$ cat config.mk
export PLATFORM = sky130hd
export DESIGN_NAME = rx_slot_store
export DESIGN_NICKNAME = d
export VERILOG_FILES = /design/src/rtl/rss_pkg.sv /design/src/rtl/rss_packer.sv /design/src/rtl/rss_addr_gen.sv /design/src/rtl/rss_irq.sv /design/src/rtl/rx_slot_store.sv
export SDC_FILE = /design/constraint.sdc
export NUM_CORES = 1
export LEC_CHECK = 0
export BUFFER_PORTS_ARGS = -buffer_cell sky130_fd_sc_hd__buf_4
export CAP_MARGIN = 20
export CORE_MARGIN = 5
export CORE_UTILIZATION = 33
export CTS_BUF_LIST = sky130_fd_sc_hd__clkbuf_4
export DETAILED_ROUTE_END_ITERATION = 12
export PLACE_DENSITY = 0.55
export SYNTH_ARGS = -nofsm -noshare
export SYNTH_HDL_FRONTEND = slang
export SYNTH_SLANG_ARGS = --single-unit
$ cat constraint.sdc
create_clock -name clk -period 3.4 [get_ports clk]
set_clock_uncertainty 0.05 [all_clocks]
set_input_delay 0.85 -clock clk [delete_from_list [all_inputs] [get_ports clk]]
set_output_delay 0.85 -clock clk [all_outputs]
set_load 0.05 [all_outputs]
$ cat src/rtl/rss_pkg.sv
package rss_pkg;
  localparam int unsigned LANES   = 8;
  localparam int unsigned LANE_W  = $clog2(LANES);
  localparam int unsigned WORD_W  = LANES * 8;
  localparam int unsigned NUM_IRQ = 3;
  localparam int unsigned IRQ_STORE = 0;
  localparam int unsigned IRQ_WRAP  = 1;
  localparam int unsigned IRQ_OVF   = 2;

  typedef struct packed {
    logic [WORD_W-1:0] data;
    logic [LANES-1:0]  be;
    logic              last;
  } rss_word_t;
endpackage

$ cat src/rtl/rss_packer.sv
// Packs slot bytes into one word; tracks the slot position in the superframe.
module rss_packer
  import rss_pkg::*;
#(
  parameter int unsigned SLOT_W = 10
) (
  input  logic              clk,
  input  logic              rst_n,
  input  logic              flush,
  input  logic              byte_vld,
  input  logic [7:0]        byte_data,
  input  logic [SLOT_W-1:0] cfg_slots,
  input  logic              take,
  output logic              done,
  output rss_word_t         word
);
  logic [LANE_W-1:0] lane_q, lane_d;
  logic [SLOT_W-1:0] slot_q, slot_d;
  logic              done_d;
  rss_word_t         word_d;
  logic              frame_end;

  assign frame_end = ({1'b0, slot_q} + 1'b1) == {1'b0, cfg_slots};

  always_comb begin
    word_d = word;
    lane_d = lane_q;
    slot_d = slot_q;
    done_d = done;
    if (take) begin
      word_d = '0;
      lane_d = '0;
      done_d = 1'b0;
    end
    if (byte_vld) begin
      word_d.data[lane_d*8 +: 8] = byte_data;
      word_d.be[lane_d]          = 1'b1;
      if (frame_end) begin
        slot_d      = '0;
        done_d      = 1'b1;
        word_d.last = 1'b1;
      end else begin
        slot_d = slot_q + 1'b1;
        if (lane_d == LANE_W'(LANES - 1)) done_d = 1'b1;
      end
      lane_d = lane_d + 1'b1;
    end
    if (flush) begin
      word_d = '0;
      lane_d = '0;
      slot_d = '0;
      done_d = 1'b0;
    end
  end

  always_ff @(posedge clk or negedge rst_n) begin
    if (!rst_n) begin
      word   <= '0;
      lane_q <= '0;
      slot_q <= '0;
      done   <= 1'b0;
    end else begin
      word   <= word_d;
      lane_q <= lane_d;
      slot_q <= slot_d;
      done   <= done_d;
    end
  end
endmodule

$ cat src/rtl/rss_addr_gen.sv
// Region write pointer, superframe position and store-interval counter.
module rss_addr_gen
  import rss_pkg::*;
#(
  parameter int unsigned AW     = 36,
  parameter int unsigned FRM_W  = 16,
  parameter int unsigned IVAL_W = 10
) (
  input  logic              clk,
  input  logic              rst_n,
  input  logic              load,
  input  logic              step,
  input  logic              step_last,
  input  logic [AW-1:0]     cfg_start,
  input  logic [FRM_W-1:0]  cfg_frames,
  input  logic [IVAL_W-1:0] cfg_ival,
  output logic [AW-1:0]     addr_q,
  output logic [FRM_W-1:0]  frame_pos,
  output logic              wrap_evt,
  output logic              store_evt
);
  localparam logic [AW-1:0] STRIDE   = AW'(LANES);
  localparam logic [AW-1:0] LOW_MASK = AW'(LANES - 1);

  logic [AW-1:0]     base;
  logic [IVAL_W-1:0] ival_q;
  logic              frame_done;

  assign base       = cfg_start & ~LOW_MASK;
  assign frame_done = step & step_last;
  assign wrap_evt   = frame_done & (({1'b0, frame_pos} + 1'b1) == {1'b0, cfg_frames});
  assign store_evt  = frame_done & (({1'b0, ival_q} + 1'b1) == {1'b0, cfg_ival});

  always_ff @(posedge clk or negedge rst_n) begin
    if (!rst_n) begin
      addr_q    <= '0;
      frame_pos <= '0;
      ival_q    <= '0;
    end else if (load) begin
      addr_q    <= base;
      frame_pos <= '0;
      ival_q    <= '0;
    end else if (step) begin
      if (wrap_evt) begin
        addr_q    <= base;
        frame_pos <= '0;
      end else begin
        addr_q <= addr_q + STRIDE;
        if (step_last) frame_pos <= frame_pos + 1'b1;
      end
      if (step_last) ival_q <= store_evt ? '0 : ival_q + 1'b1;
    end
  end
endmodule

$ cat src/rtl/rss_irq.sv
// Sticky write-1-to-clear status with masked interrupt line.
module rss_irq #(
  parameter int unsigned N = 3
) (
  input  logic         clk,
  input  logic         rst_n,
  input  logic [N-1:0] set,
  input  logic [N-1:0] clr,
  input  logic [N-1:0] en,
  output logic [N-1:0] status,
  output logic         irq
);
  always_ff @(posedge clk or negedge rst_n) begin
    if (!rst_n) status <= '0;
    else        status <= (status & ~clr) | set;
  end

  assign irq = |(status & en);
endmodule

$ cat src/rtl/rx_slot_store.sv
// Receive timeslot store engine: packs slot bytes and writes them to a ring.
module rx_slot_store
  import rss_pkg::*;
#(
  parameter int unsigned AW     = 36,
  parameter int unsigned SLOT_W = 10,
  parameter int unsigned FRM_W  = 16,
  parameter int unsigned IVAL_W = 10
) (
  input  logic               clk,
  input  logic               rst_n,
  input  logic               enable,
  input  logic               sync_err,
  input  logic               in_valid,
  output logic               in_ready,
  input  logic [7:0]         in_data,
  output logic               wr_valid,
  input  logic               wr_ready,
  output logic [AW-1:0]      wr_addr,
  output logic [WORD_W-1:0]  wr_data,
  output logic [LANES-1:0]   wr_be,
  input  logic [AW-1:0]      cfg_start,
  input  logic [FRM_W-1:0]   cfg_frames,
  input  logic [SLOT_W-1:0]  cfg_slots,
  input  logic [IVAL_W-1:0]  cfg_ival,
  output logic [AW-1:0]      next_addr,
  output logic [FRM_W-1:0]   frame_pos,
  input  logic [NUM_IRQ-1:0] irq_clr,
  input  logic [NUM_IRQ-1:0] irq_en,
  output logic [NUM_IRQ-1:0] irq_status,
  output logic               irq
);
  logic               halted_q;
  logic               running;
  logic               out_free;
  logic               accept;
  logic               take;
  logic               flush;
  logic               asm_done;
  rss_word_t          asm_word;
  logic               wrap_evt;
  logic               store_evt;
  logic               ovf_evt;
  logic [NUM_IRQ-1:0] irq_set;

  // A sync error halts until software drops enable.
  always_ff @(posedge clk or negedge rst_n) begin
    if (!rst_n)        halted_q <= 1'b0;
    else if (!enable)  halted_q <= 1'b0;
    else if (sync_err) halted_q <= 1'b1;
  end

  assign running  = enable & ~halted_q;
  assign out_free = ~wr_valid | wr_ready;
  assign in_ready = running & (~asm_done | out_free);
  assign accept   = in_valid & in_ready & ~sync_err;
  assign take     = asm_done & out_free & running & ~sync_err;
  assign flush    = ~running | sync_err;
  assign ovf_evt  = running & in_valid & ~in_ready;

  rss_packer #(.SLOT_W(SLOT_W)) u_pack (
    .clk       (clk),
    .rst_n     (rst_n),
    .flush     (flush),
    .byte_vld  (accept),
    .byte_data (in_data),
    .cfg_slots (cfg_slots),
    .take      (take),
    .done      (asm_done),
    .word      (asm_word)
  );

  rss_addr_gen #(.AW(AW), .FRM_W(FRM_W), .IVAL_W(IVAL_W)) u_addr (
    .clk        (clk),
    .rst_n      (rst_n),
    .load       (~enable),
    .step       (take),
    .step_last  (asm_word.last),
    .cfg_start  (cfg_start),
    .cfg_frames (cfg_frames),
    .cfg_ival   (cfg_ival),
    .addr_q     (next_addr),
    .frame_pos  (frame_pos),
    .wrap_evt   (wrap_evt),
    .store_evt  (store_evt)
  );

  // Output word register: loaded on take, held until accepted.
  always_ff @(posedge clk or negedge rst_n) begin
    if (!rst_n) begin
      wr_valid <= 1'b0;
      wr_addr  <= '0;
      wr_data  <= '0;
      wr_be    <= '0;
    end else if (take) begin
      wr_valid <= 1'b1;
      wr_addr  <= next_addr;
      wr_data  <= asm_word.data;
      wr_be    <= asm_word.be;
    end else if (wr_ready) begin
      wr_valid <= 1'b0;
    end
  end

  always_comb begin
    irq_set            = '0;
    irq_set[IRQ_STORE] = store_evt;
    irq_set[IRQ_WRAP]  = wrap_evt;
    irq_set[IRQ_OVF]   = ovf_evt;
  end

  rss_irq #(.N(NUM_IRQ)) u_irq (
    .clk    (clk),
    .rst_n  (rst_n),
    .set    (irq_set),
    .clr    (irq_clr),
    .en     (irq_en),
    .status (irq_status),
    .irq    (irq)
  );
endmodule

==> qor.txt <==
Antenna violations before repair: 1
Sum Neg Setup Slack: 0 ps
Initial drt markers: 653
FILL cells: 3799
Comb pwr share: 9.9%
Syn Std Cell Area: 0.0124 sq mm
Vias: 11400
Chip width: 204 microns
Crit Path Max Fanout: 39
Share of power burned in registers: 46.9%
Clock tree from TritonCTS: built
Status: complete, no violations
Seq. cell area: 0.00641 sq mm
Final hold violations: 0
Top FF cell, synth: dfrtp_1
CP Class: reg -> reg
Clock sink count: 256
Pwr per Cell Area: 421 mW/mm^2
Pre-CTS setup slack: -7.12 ps
Insertion delay to the later sink of the worst-skew pair: 730 ps
Overflow after GRT: 0
Final setup violation count: 0
Post-synth EDFFs: 0
Hold Path Origin: cfg_start[25]
Mapped Cells: 1431
CP arrival: 3650 ps
Sequential share of the synthesized area: 51.5%
Worst vdd ir: 0.234 mV
Final #Nets: 1823
HP Class: in -> reg
CP endpoint kind: flip-flop
RSZ-0062 raised after global routing: no
Synthesized area per cell: 8.69 sq um
Clk buf depth: 3
Fraction of registers with async set or reset after synthesis: 100%
Clock power frac: 43.2%
Antenna Nets Post-Route: 0
Largest net degree at the start of global routing: 114
Setup ws final: 265 ps
First-pass DRT Iterations: 5
Die Ht: 204 microns
Core area: 0.0374 sq mm
Vias per std cell: 4.99
Worst r2r src: u_addr.frame_pos[1]$_DFFE_PN0P_
Post-Route WL: 39.5 mm
Pleak: 7.69 nW
Required time worst endpoint: 3910 ps
Synth unique cells: 77
Largest area contributor in the netlist: dfrtp_1
Ys Warns: 0
Fin. max-slew vios: 0
Cell count after placement: 2154
Period minus WS final: 3140 ps
Routability Congestion: 0.839
Period utilisation layout: 92.2%
Actual slew at the worst max-slew pin: 774 ps
Vias in the first global route: 11400
Area Overhead vs Synth: 29.1%
Dpl hpwl: 26.9 mm
Initial Utilization: 33.3%
I/O pins: 258
Die area: 0.0417 sq mm
Multi-input combinational cell area: 0.00555 sq mm
Root buffer cell: clkbuf_4
Share of cells above drive strength 1: 26.0%
Reg clk slew, reported paths: 60 ps
Final Non-Filler Cells: 2289
Drt drc: 0
F_max: 319 MHz
Total CTS buffers: 76
Gr usage total: 18.6%
PortBufs: 248
Internal Pwr Total: 0.00489 W
Max cap viols: 0
Yosys top cell area share: 51.5%
Global-route wire length before repair: 63.2 mm
Top post-synthesis cells by area: dfrtp_1 52%, nand2_1 13%, a21oi_1 4.1%, nand3_1 3.8%, nor2_1 2.3%
Worst setup SP type: flip-flop
Flops & latches, synth: 256
Max_slew headroom: 48.4%
Row Count: 71
Net Switching: 0.00187 W
CP startpoint: u_addr.frame_pos[1]$_DFFE_PN0P_
Wire length per cell: 17.2 microns
CTS H-tree lvls: 3
Switch share: 27.7%
[metal layers]
| metal | vias to the layer above | track usage, % | routed length (microns) |
|---|---|---|---|
| met5 | - | 0 | 0 |
| met4 | 0 | 6.20 | 862 |
| met3 | 57 | 4.21 | 2620 |
| met2 | 350 | 28.9 | 18100 |
| met1 | 5501 | 26.0 | 17900 |
| li1 | 5524 | - | - |
[through the flow]
| step | hold WS (ps) | instance area, sq um | power, W | utilization (%) |
|---|---|---|---|---|
| detailed placement | 404 | 15100 | 0.00390 | 40.3 |
| finish | 287 | 16100 | 0.00676 | 42.9 |
| CTS | 194 | 16000 | 0.00689 | 42.9 |
| global placement | 397 | 15100 | 0.00389 | 40.3 |
| floorplan | 388 | 12500 | 0.00357 | - |
| global route | 238 | 16100 | 0.00711 | 42.9 |
[power by group through the flow]
stage | logic, W | clock network [W] | registers (W)
5_1_grt | 0.000724 | 0.00321 | 0.00318
3_5_place_dp | 0.000676 | 0 | 0.00322
2_1_floorplan | 0.000231 | 0 | 0.00334
4_1_cts | 0.000678 | 0.00305 | 0.00317
6_report | 0.000670 | 0.00292 | 0.00317
3_3_place_gp | 0.000671 | 0 | 0.00322
[cell families (layout without fill, tap and decap cells)]
logic type	after synthesis	count (layout)	share of synthesized area, %
AND/OR/NAND/NOR	747	747	26.8
flip-flops	256	256	51.5
AO/OA/AOI/OAI	244	244	12.6
buffers and inverters	120	461	4.24
XOR/XNOR	49	49	3.56
adder cells (fa/ha/maj)	8	8	0.805
multiplexers	6	6	0.503
other	1	7	0.0302
[worst paths after layout]
| check | to | slack, ps | cells after the start |
|---|---|---|---|
| setup / recovery | u_addr.addr_q[15]$_DFFE_PN0P_ | 260 | 9 |
| hold / removal | u_addr.addr_q[25]$_DFFE_PN0P_ | 290 | 3 |
| setup reg to reg | u_addr.addr_q[15]$_DFFE_PN0P_ | 260 | 9 |
| hold reg to reg | wr_data[58]$_DFFE_PN0P_ | 420 | 2 |
| max in group asynchronous | wr_data[6]$_DFFE_PN0P_ | 1860 | 3 |
| min in group asynchronous | u_addr.frame_pos[8]$_DFFE_PN0P_ | 640 | 2 |
[sequential cells by signal (all words and copies together) (netlist names)]
name,flops
u_pack.word,73
wr_data,64
u_addr.addr_q,33
wr_addr,33
u_addr.frame_pos,16
u_addr.ival_q,10
u_pack.slot_q,10
wr_be,8
u_irq.status,3
u_pack.lane_q,3
halted_q,1
u_pack.done,1
wr_valid,1
[cell type report]
type                       count  area share (%)
sequential                   256            39.9
multi-input combinational   1060            34.6
timing repair buffer         308            15.1
clock buffer                 117            5.47
tap                          511            3.98
inverter                      21           0.491
clock inverter                15           0.467
antenna                        1          0.0156
[synth_stat cells (8+ instances only)]
library cell  count
nor3b_1          11
nor3_1           26
xor2_1           17
xnor2_1          31
and4_1            9
buf_2             9
o32ai_1          13
nand4_1          19
a22oi_1          12
inv_1            20
dfrtp_1         256
and3_1           13
nand2_1         440
o22ai_1          16
ha_1              8
nand3_1          94
clkbuf_1         65
nor2_1           75
o21ai_0          32
nor2b_1           8
a21oi_1         102
and2_1           10
[placed cells by master, fill, tap and decap left out, drive strengths merged, types with 7 or more instances in the layout]
master and instances:
nand2 441, buf 307, dfrtp 256, clkbuf 117, a21oi 102, nand3 95
nor2 75, o21ai 34, xnor2 31, nor3 26, inv 21, nand4 19
xor2 17, o22ai 16, and3 13, o32ai 13, clkinv 13, a22oi 12
nor3b 11, and2 11, and4 9, nor2b 8, ha 8, nand2b 7
a311oi 7, nor4 7
[worst max-delay path, cell delays in order, from the launching register on]
cell	delay, ps
dfrtp_2	420
ha_1	180
nand4_1	120
or4_1	610
xnor2_1	170
a2111oi_0	450
nand4b_2	300
and2_4	390
o22ai_1	260
a211oi_2	70
[timing repair]
item,CTS,global route
setup endpoints to repair,0,4
buffers inserted,0,1
gates resized for setup,0,2
hold buffers,1,0
endpoints found under the hold margin,43,0
No activity file was read; power rests on OpenSTA's default activity.
